--- src/rtl/usb_in_ep_pkg.sv ---
package usb_in_ep_pkg;
  // strobes from control to datapath
  typedef struct packed {
    logic wrEn;
    logic wrSel;
    logic freeEn;
    logic freeSel;
    logic flush;
    logic curSel;
    logic txSel;
  } epStrobe_t;
endpackage

--- src/rtl/usb_in_ep_data.sv ---
module usb_in_ep_data #(
  parameter int NUM_BANKS = 2,
  parameter int MAX_PKT   = 64,
  localparam int AW = $clog2(MAX_PKT),
  localparam int CW = $clog2(MAX_PKT + 1)
) (
  input  logic                    clk,
  input  logic                    rstN,
  input  usb_in_ep_pkg::epStrobe_t stb,
  input  logic [7:0]              wrByte,
  input  logic [AW-1:0]           rdAddr,
  output logic [CW-1:0]           curCount,
  output logic [CW-1:0]           txCount,
  output logic [7:0]              rdData
);
  logic [CW-1:0] count [NUM_BANKS];
  logic [7:0]    mem   [NUM_BANKS][MAX_PKT];

  for (genvar b = 0; b < NUM_BANKS; b++) begin : gBank
    always_ff @(posedge clk) begin
      if (!rstN || stb.flush) begin
        count[b] <= '0;
      end else if (stb.freeEn && stb.freeSel == b[0]) begin
        count[b] <= '0;
      end else if (stb.wrEn && stb.wrSel == b[0]) begin
        count[b] <= count[b] + 1'b1;
      end
    end

    always_ff @(posedge clk) begin
      if (stb.wrEn && stb.wrSel == b[0]) begin
        mem[b][count[b][AW-1:0]] <= wrByte;
      end
    end
  end

  assign curCount = count[stb.curSel];
  assign txCount  = count[stb.txSel];
  assign rdData   = mem[stb.txSel][rdAddr];
endmodule

--- src/rtl/usb_in_ep_ctrl.sv ---
module usb_in_ep_ctrl #(
  parameter int NUM_BANKS = 2,
  parameter int MAX_PKT   = 64,
  localparam int CW = $clog2(MAX_PKT + 1)
) (
  input  logic                     clk,
  input  logic                     rstN,
  input  logic                     epEnable,
  input  logic                     setIrqEn,
  input  logic                     clrIrqEn,
  input  logic                     clrTxRdy,
  input  logic                     clrOwn,
  input  logic                     wrValid,
  input  logic                     inToken,
  input  logic                     hostAck,
  input  logic [CW-1:0]            curCount,
  input  logic [CW-1:0]            txCount,
  output usb_in_ep_pkg::epStrobe_t stb,
  output logic                     txReady,
  output logic                     fifoOwn,
  output logic                     wrAllowed,
  output logic                     epIrq,
  output logic                     overflowErr,
  output logic                     respSend,
  output logic                     respNak,
  output logic                     respBank,
  output logic [CW-1:0]            respLen
);
  logic                 curBank, txBank, irqEn;
  logic [NUM_BANKS-1:0] released, relNext;
  logic                 curNext, txNext, ownNext, rdyNext;
  logic                 accept, doRelease, doFree;

  function automatic logic nextIdx(input logic idx);
    if (NUM_BANKS == 1) return 1'b0;
    else return ~idx;
  endfunction

  always_comb begin
    wrAllowed = fifoOwn && (curCount < CW'(MAX_PKT));
    accept    = wrValid && wrAllowed;
    doRelease = clrOwn && fifoOwn;
    doFree    = hostAck && epEnable && released[txBank];
    relNext   = released;
    if (doFree)    relNext[txBank]  = 1'b0;
    if (doRelease) relNext[curBank] = 1'b1;
    curNext = doRelease ? nextIdx(curBank) : curBank;
    txNext  = doFree ? nextIdx(txBank) : txBank;
    ownNext = epEnable && !relNext[curNext];
    if (!ownNext)                 rdyNext = 1'b0;
    else if (!fifoOwn || doRelease) rdyNext = 1'b1;
    else if (clrTxRdy)            rdyNext = 1'b0;
    else                          rdyNext = txReady;

    stb.wrEn    = accept;
    stb.wrSel   = curBank;
    stb.freeEn  = doFree;
    stb.freeSel = txBank;
    stb.flush   = !epEnable;
    stb.curSel  = curBank;
    stb.txSel   = txBank;
  end

  always_ff @(posedge clk) begin
    if (!rstN) begin
      irqEn <= 1'b0;
    end else if (clrIrqEn) begin
      irqEn <= 1'b0;
    end else if (setIrqEn) begin
      irqEn <= 1'b1;
    end
  end

  always_ff @(posedge clk) begin
    if (!rstN || !epEnable) begin
      curBank     <= 1'b0;
      txBank      <= 1'b0;
      released    <= '0;
      fifoOwn     <= 1'b0;
      txReady     <= 1'b0;
      overflowErr <= 1'b0;
      respSend    <= 1'b0;
      respNak     <= 1'b0;
      respBank    <= 1'b0;
      respLen     <= '0;
    end else begin
      curBank  <= curNext;
      txBank   <= txNext;
      released <= relNext;
      fifoOwn  <= ownNext;
      txReady  <= rdyNext;
      if (wrValid && !wrAllowed) overflowErr <= 1'b1;
      respSend <= inToken && released[txBank];
      respNak  <= inToken && !released[txBank];
      respBank <= txBank;
      respLen  <= txCount;
    end
  end

  assign epIrq = txReady && irqEn;
endmodule

--- src/rtl/usb_in_ep_buf.sv ---
module usb_in_ep_buf #(
  parameter int NUM_BANKS = 2,
  parameter int MAX_PKT   = 64,
  localparam int AW = $clog2(MAX_PKT),
  localparam int CW = $clog2(MAX_PKT + 1)
) (
  input  logic          clk,
  input  logic          rstN,
  input  logic          epEnable,
  input  logic          setIrqEn,
  input  logic          clrIrqEn,
  input  logic          clrTxRdy,
  input  logic          clrOwn,
  input  logic          wrValid,
  input  logic [7:0]    wrByte,
  input  logic          inToken,
  input  logic          hostAck,
  input  logic [AW-1:0] rdAddr,
  output logic          txReady,
  output logic          fifoOwn,
  output logic          wrAllowed,
  output logic          epIrq,
  output logic          overflowErr,
  output logic          respSend,
  output logic          respNak,
  output logic          respBank,
  output logic [CW-1:0] respLen,
  output logic [7:0]    rdData
);
  usb_in_ep_pkg::epStrobe_t stb;
  logic [CW-1:0] curCount, txCount;

  usb_in_ep_ctrl #(.NUM_BANKS(NUM_BANKS), .MAX_PKT(MAX_PKT)) ctrl (
    .clk(clk), .rstN(rstN), .epEnable(epEnable), .setIrqEn(setIrqEn),
    .clrIrqEn(clrIrqEn), .clrTxRdy(clrTxRdy), .clrOwn(clrOwn),
    .wrValid(wrValid), .inToken(inToken), .hostAck(hostAck),
    .curCount(curCount), .txCount(txCount), .stb(stb),
    .txReady(txReady), .fifoOwn(fifoOwn), .wrAllowed(wrAllowed),
    .epIrq(epIrq), .overflowErr(overflowErr), .respSend(respSend),
    .respNak(respNak), .respBank(respBank), .respLen(respLen)
  );

  usb_in_ep_data #(.NUM_BANKS(NUM_BANKS), .MAX_PKT(MAX_PKT)) data (
    .clk(clk), .rstN(rstN), .stb(stb), .wrByte(wrByte), .rdAddr(rdAddr),
    .curCount(curCount), .txCount(txCount), .rdData(rdData)
  );
endmodule

--- config.mk ---
export PLATFORM = sky130hd
export DESIGN_NAME = usb_in_ep_buf
export DESIGN_NICKNAME = d
export VERILOG_FILES = /design/src/rtl/usb_in_ep_pkg.sv /design/src/rtl/usb_in_ep_data.sv /design/src/rtl/usb_in_ep_ctrl.sv /design/src/rtl/usb_in_ep_buf.sv
export SDC_FILE = /design/constraint.sdc
export NUM_CORES = 1
export LEC_CHECK = 0
export BUFFER_PORTS_ARGS = -buffer_cell sky130_fd_sc_hd__buf_2
export CORE_MARGIN = 4
export CORE_UTILIZATION = 35
export DETAILED_ROUTE_END_ITERATION = 7
export HOLD_SLACK_MARGIN = 0.12
export PLACE_DENSITY = 0.53
export SLEW_MARGIN = 20
export SYNTH_ARGS = -nofsm -noshare
export SYNTH_HDL_FRONTEND = slang
export SYNTH_SLANG_ARGS = --single-unit
--- constraint.sdc ---
create_clock -name clk -period 3.9 [get_ports clk]
set_input_delay 0.78 -clock clk [delete_from_list [all_inputs] [get_ports clk]]
set_output_delay 0.78 -clock clk [all_outputs]
set_load 0.02 [all_outputs]
==> reports/metrics.yaml, run 1 <==
status:
  outcome: "finished, violations left"
  violations: "setup timing"
drt:
  final_antenna_net_count: 0
  dr.max_layer_used: "met5"
  m1WireLength_microns: 41700
  detailedRoute.firstIterationViolations: 1850
  route.detailed.wl_per_inst_microns: 28.2
  route.vias.total: 19300
  wl_met3_microns: 7890
  routed_via_density: 5.25
  routed_wirelength_microns: 103000
  route.detailed.drc: 0
  detailedRoute.firstPassIterationCount: 5
  wl_met2_microns: 50900
logic_synthesis:
  post_synth_fa_ha_maj_area_fraction_pct: 0.122
  synth_top_family_by_area: "multiplexers"
  synth_top_cells_by_count: "edfxtp_1, mux4_2, nor2_1"
  synth.cell_area_sq_mm: 0.0410
  synth-seq-area-share_pct: 77.0
  syn_nets: 1801
  syn-instance-count: 1773
  synth.mux.area_fraction_pct: 18.9
  post_synthesis_mean_instance_area_sq_um: 23.1
  yosys_register_bits: 1057
  synth_top_area_share_pct: 76.1
  synth_simple_gate_area_share_pct: 2.42
  dominantRegCellSynth: "edfxtp_1"
  synth_most_common_cell: "edfxtp_1"
  post_synth_main_area_contributors: "edfxtp_1, mux4_2, nor2_1, dfxtp_1, clkbuf_1"
  synth_edf_count: 1038
  yosys.area.top_type: "edfxtp_1"
  async_flop_share_pct: 0
  xor_xnor_fraction_of_synth_area_pct: 0.226
  ys_types: 35
  synth_warnings: 0
  synth_compound_area_share_pct: 0.205
placed_design:
  post-dp-hpwl_microns: 66700
  routabilityCongestion: 0.799
  port_buffers: 46
  postPlaceCellArea_sq_mm: 0.0447
global_routing:
  grt_pass1_wl_microns: 148000
  globalRouteTotalUtil_pct: 16.9
  number_of_global_route_vias_before_repair: 20300
  global_route.overflow_total: 0
  grt_max_degree: 93
  antenna_found_initial: 5
floorplanning:
  vertical_die_dimension_microns: 350
  floorplan.initialDensity_pct: 35.3
  core_region_area_sq_mm: 0.116
  dieWidth_microns: 350
  dieArea_sq_mm: 0.123
  number_of_ports_placed_on_the_die_boundary: 47
  std_cell_rows: 125
worst_setup_path:
  worst-endpoint-required_ns: 3.12
  timing.critical_path.to_type: "primary output"
  critPathLaunchType: "register"
  timing.critical_path.fanout_max: 19
  critical_path_class: "reg -> out"
  wp_data_arrival_ns: 3.75
  r2r_depth: 4
layout:
  design_area_sq_mm: 0.0487
  final_layout_size_suffix_gt1_share_pct: 36.1
  fin_util_pct: 41.9
  finish.net_count: 2089
  area_growth_pct: 18.9
timing:
  setup_ws_ns: -0.628
  period_share_pct: 116
  period_needed_ns: 4.53
  rsz_0062_raised_after_global_routing: "yes"
  fmaxAchievable_mhz: 221
  fin_skew_ns: 0.0245
  tns_ns: -4.66
  timing_max_transition_violations_final: 0
  timing_worst_slew_pin_value_ns: 1.09
  hold_viol: 0
  worst_slew_margin_rel_pct: 27.0
  final.hold.worst_slack_ns: 0.259
  report.final.setup_viol: 8
clock_tree:
  cts_inserted_buffers: 110
  h-tree-depth: 3
  clk_path_buf_depth: 3
  cts.sinks: 1057
  clk_pin_slew_ns: 0.06
  cts_root_buffer: "clkbuf_16"
  cts_tree: "yes"
  worstSkewPairLatency_ns: 0.68
power:
  vdd.ir_drop.worst_uv: 336
  power.density_cell_area_mw_per_mm2: 489
  cellLeakagePower_nw: 15.2
min_path:
  hp-class: "in -> reg"
  worst_hold_path.num_cells: 2
flow_run:
  cap_viol_max_count: 0
[path summary, 6_finish.rpt]
path,startpoint,end,slack [ns]
max,register,rdData[1],-0.63
min,clrIrqEn,ctrl.irqEn$_SDFFE_PP0P_,0.26
max reg2reg,data.count[0][6]$_SDFFCE_PN0P_,data.mem[0][95]$_DFFE_PP_,1.13
min reg2reg,ctrl.overflowErr$_SDFFE_PN0P_,ctrl.overflowErr$_SDFFE_PN0P_,0.49
[where the power goes]
group | switching [mW] | internal [mW] | total [mW]
sequential | 0.0265 | 12.5 | 12.5
clock | 4.28 | 6.10 | 10.4
combinational | 0.575 | 0.343 | 0.919
[repair_timing]
| item | in CTS | in global routing |
|---|---|---|
| setup buffers | 10 | 7 |
| endpoints found under the setup margin | 8 | 8 |
| resized for setup | 12 | 17 |
| gates cloned | 1 | 3 |
| hold buffers | 0 | 0 |
[cell families (layout without fill, tap and decap cells)]
logic type,Yosys count,in the layout
AOI/OAI and AO/OA,15,15
xor gates and xnor gates,9,9
adders and majority gates,4,4
buffers and inverters,106,481
DFF,1057,1057
muxes,353,353
other,0,3
and+or+nand+nor,229,229
[per-stage QoR]
stage	cells	worst slack (ns)	power, mW
2_1_floorplan	1773	0.0860	13.1
3_3_place_gp	3453	-0.228	13.7
3_5_place_dp	3453	-0.227	13.7
4_1_cts	3662	-0.684	24.1
5_1_grt	3672	-0.685	24.6
6_report	3675	-0.628	23.8
[layer usage]
metal | global-route usage [%] | vias to the layer above
li1 | - | 8082
met1 | 22.4 | 10400
met2 | 27.8 | 701
met3 | 4.10 | 149
met4 | 5.33 | 2
met5 | 0 | -
[flip-flops by register name, summed over array words and instances (netlist names), 2 cells and up, named ones only]
name / count
ctrl.respLen: 7
data.mem: 1024
data.count: 14
ctrl.released: 2
[cells in the final DEF, fill, tap and decap left out, types with 2 or more instances in the layout]
cell type	Yosys	layout
and2_1	2	2
buf_2	21	31
mux4_2	336	336
nand2_1	20	20
or3b_2	5	5
or3_1	7	7
mux2_2	9	2
nor2b_1	6	6
xor2_1	4	4
clkinv_1	0	31
inv_6	0	2
mux2i_1	8	8
inv_1	6	6
buf_6	3	8
clkinv_2	0	16
clkbuf_16	0	114
buf_4	4	192
mux2_4	0	7
nor2_1	163	163
o21ai_0	5	5
nor3b_1	3	3
buf_16	0	9
buf_12	0	32
a21oi_1	7	7
dfxtp_1	19	18
nand3b_1	5	5
buf_8	0	2
nand3_1	12	12
diode_2	0	3
xnor2_1	4	4
edfxtp_1	1038	1038
inv_16	0	2
ha_1	4	4
bufinv_16	0	13
clkbuf_1	49	20
[critical path, stage by stage (launching register included)]
cell     delay, ns
dfxtp_4       0.43
buf_12        0.20
buf_16        0.23
mux4_2        0.58
mux4_2        0.61
mux4_2        0.51
mux2_2        0.29
buf_4         0.16
[area by class of cell]
class | instances | area (sq um)
sequential | 1057 | 31600
timing repair buffer | 276 | 2660
clock inverter | 67 | 691
inverter | 6 | 22.5
tap | 1524 | 1910
multi-input combinational | 610 | 8990
fill | 9965 | 67500
clock buffer | 132 | 2880
antenna | 3 | 7.51
No activity file was read; power rests on OpenSTA's default activity.
==> inputs of run 2 (changes only) <==
- ABC_AREA: unset -> 1
==> run 2 against run 1 <==
Effect of this change:
- the flow now finishes without violations
- register-to-register slack got worse by 0.32 ns
- sequential power hardly changed
- combinational power grew 21%
- critical endpoint is now rdData[7]
==> reports/metrics.yaml, run 2 <==
flow_run:
  cap_viol_max_count: 0
layout:
  finish.net_count: 3878
  largest_register_ff_count: 1024
  final_layout_size_suffix_gt1_share_pct: 11.1
  final_common_cell: "nand2_1"
  layout_common_cells: "nand2_1, edfxtp_1, nand3_1, buf_4, nor2_1"
  design_area_sq_mm: 0.0503
  area_growth_pct: 17.0
  instances_no_fill: 5569
  fin_util_pct: 41.3
logic_synthesis:
  async_flop_share_pct: 0
  synth_edf_count: 1038
  syn-instance-count: 3705
  post_synth_main_area_contributors: "edfxtp_1, nand3_1, nand2_1, buf_2, nor2_1"
  yosys_register_bits: 1057
  synth_warnings: 0
  syn_nets: 3733
  ys_types: 27
  yosys.area.top_type: "edfxtp_1"
  dominantRegCellSynth: "edfxtp_1"
  synth.cell_area_sq_mm: 0.0430
  synth_most_common_cell: "nand2_1"
  synth-seq-area-share_pct: 73.3
  synth_top_area_share_pct: 72.4
  synth_top_cells_by_count: "nand2_1, edfxtp_1, nand3_1"
  post_synthesis_mean_instance_area_sq_um: 11.6
drt:
  route.detailed.drc: 0
  routed_via_density: 5.21
  route.detailed.wl_per_inst_microns: 23.1
  routed_wirelength_microns: 129000
  detailedRoute.firstIterationViolations: 2855
  route.vias.total: 29000
  final_antenna_net_count: 0
  detailedRoute.firstPassIterationCount: 6
status:
  outcome: "complete, no violations"
timing:
  period_needed_ns: 3.83
  fmaxAchievable_mhz: 261
  timing_worst_slew_pin_value_ns: 1.01
  tns_ns: 0
  period_share_pct: 98.3
  worst_slew_margin_rel_pct: 32.5
  fin_skew_ns: 0.0377
  timing_max_transition_violations_final: 0
  final.hold.worst_slack_ns: 0.247
  report.final.setup_viol: 0
  hold_viol: 0
  setup_ws_ns: 0.0662
placed_design:
  dpl.cell_count: 5338
  routabilityCongestion: 0.830
  postPlaceCellArea_sq_mm: 0.0462
  post-dp-hpwl_microns: 75700
  pre_cts_ws_ns: 0.279
  port_buffers: 46
global_routing:
  grt_pass1_wl_microns: 187000
  grt_max_degree: 86
  antenna_found_initial: 3
  global_route.overflow_total: 0
  globalRouteTotalUtil_pct: 19.6
  number_of_global_route_vias_before_repair: 27900
worst_setup_path:
  worst-endpoint-required_ns: 3.12
  timing.critical_path.to_type: "primary output"
  timing.critical_path.fanout_max: 66
  critPathLaunchType: "register"
  critical_path_class: "reg -> out"
  wp_data_arrival_ns: 3.05
clock_tree:
  cts_root_buffer: "clkbuf_16"
  h-tree-depth: 3
  cts_tree: "yes"
  clk_path_buf_depth: 3
  clk_pin_slew_ns: 0.06
  worstSkewPairLatency_ns: 0.69
  cts.sinks: 1057
  cts_inserted_buffers: 112
floorplanning:
  dieWidth_microns: 359
  dieArea_sq_mm: 0.129
  std_cell_rows: 128
  core_region_area_sq_mm: 0.122
  vertical_die_dimension_microns: 359
  floorplan.initialDensity_pct: 35.3
  number_of_ports_placed_on_the_die_boundary: 47
power:
  power.density_cell_area_mw_per_mm2: 477
  cellLeakagePower_nw: 17.9
  vdd.ir_drop.worst_uv: 331
  post-layout-total-power_mw: 24.0
min_path:
  hp-class: "in -> reg"
-- run 2: changes by cell type after synthesis, moves of 8 or more --
cell,previous run,this run
buf_2,21,138
nor2_1,163,148
inv_1,6,36
mux2i_1,8,0
mux4_2,336,0
nand2_1,20,1221
mux2_2,9,0
nand3_1,12,950
clkbuf_1,49,65
nand4_1,0,8
-- run 2: layout make-up --
| class | instances | area, sq um |
|---|---|---|
| Antenna cell | 1 | 2.50 |
| Clock buffer | 137 | 2940 |
| Clock inverter | 70 | 609 |
| Fill cell | 11500 | 71500 |
| Inverter | 41 | 190 |
| Multi-Input combinational cell | 2380 | 10300 |
| Sequential cell | 1057 | 31600 |
| Tap cell | 1625 | 2030 |
| Timing Repair Buffer | 257 | 2680 |
| Timing Repair inverter | 1 | 11.3 |
-- run 2: cells by family after synthesis --
| group | count (synthesis) | share of synthesized area [%] |
|---|---|---|
| fa+ha+maj | 4 | 0.116 |
| buf+inv | 268 | 2.77 |
| compound gates | 31 | 0.390 |
| flops | 1057 | 73.3 |
| simple gates | 2341 | 23.3 |
| xor+xnor | 4 | 0.0814 |
-- run 2: critical path, stage by stage, from the launching register on --
cell     delay, ns
dfxtp_4       0.41
buf_4         0.14
buf_12        0.12
buf_16        0.28
nand2_1       0.09
nand3_1       0.09
nand3_1       0.09
nand3_1       0.09
nand2_1       0.20
nand2_1       0.14
nand3_1       0.08
nand2_1       0.14
nand2_1       0.09
nand2_1       0.17
buf_2         0.20
-- run 2: worst paths after layout --
| path | from | end | slack, ns | depth (start not counted) |
|---|---|---|---|---|
| hold reg to reg | ctrl.overflowErr$_SDFFE_PN0P_ | ctrl.overflowErr$_SDFFE_PN0P_ | 0.49 | 2 |
| setup reg to reg | data.count[1][6]$_SDFFCE_PN0P_ | data.mem[0][308]$_DFFE_PP_ | 0.81 | 7 |
| hold / removal | clrIrqEn | ctrl.irqEn$_SDFFE_PP0P_ | 0.25 | 2 |
| setup / recovery | register | rdData[7] | 0.07 | 14 |
-- run 2: metal layers --
| metal | wire, microns | share of wire, % | vias to the layer above | GRT usage (%) |
|---|---|---|---|---|
| li1 | - | - | 13400 | - |
| met1 | 56600 | 44 | 14400 | 28.0 |
| met2 | 58800 | 46 | 1106 | 30.7 |
| met3 | 9660 | 7.5 | 185 | 3.18 |
| met4 | 3840 | 3.0 | 0 | 6.22 |
| met5 | 0 | 0 | - | 0.226 |
-- run 2: timing repair --
action,in CTS,in global routing
gates cloned,4,8
buffers inserted,2,10
hold buffers,0,0
resized for setup,14,18
endpoints found under the setup margin,8,8
-- run 2: power breakdown --
| part | switching (mW) | internal [mW] |
|---|---|---|
| registers | 0.0166 | 12.5 |
| logic | 0.847 | 0.267 |
| clock network | 4.46 | 5.94 |
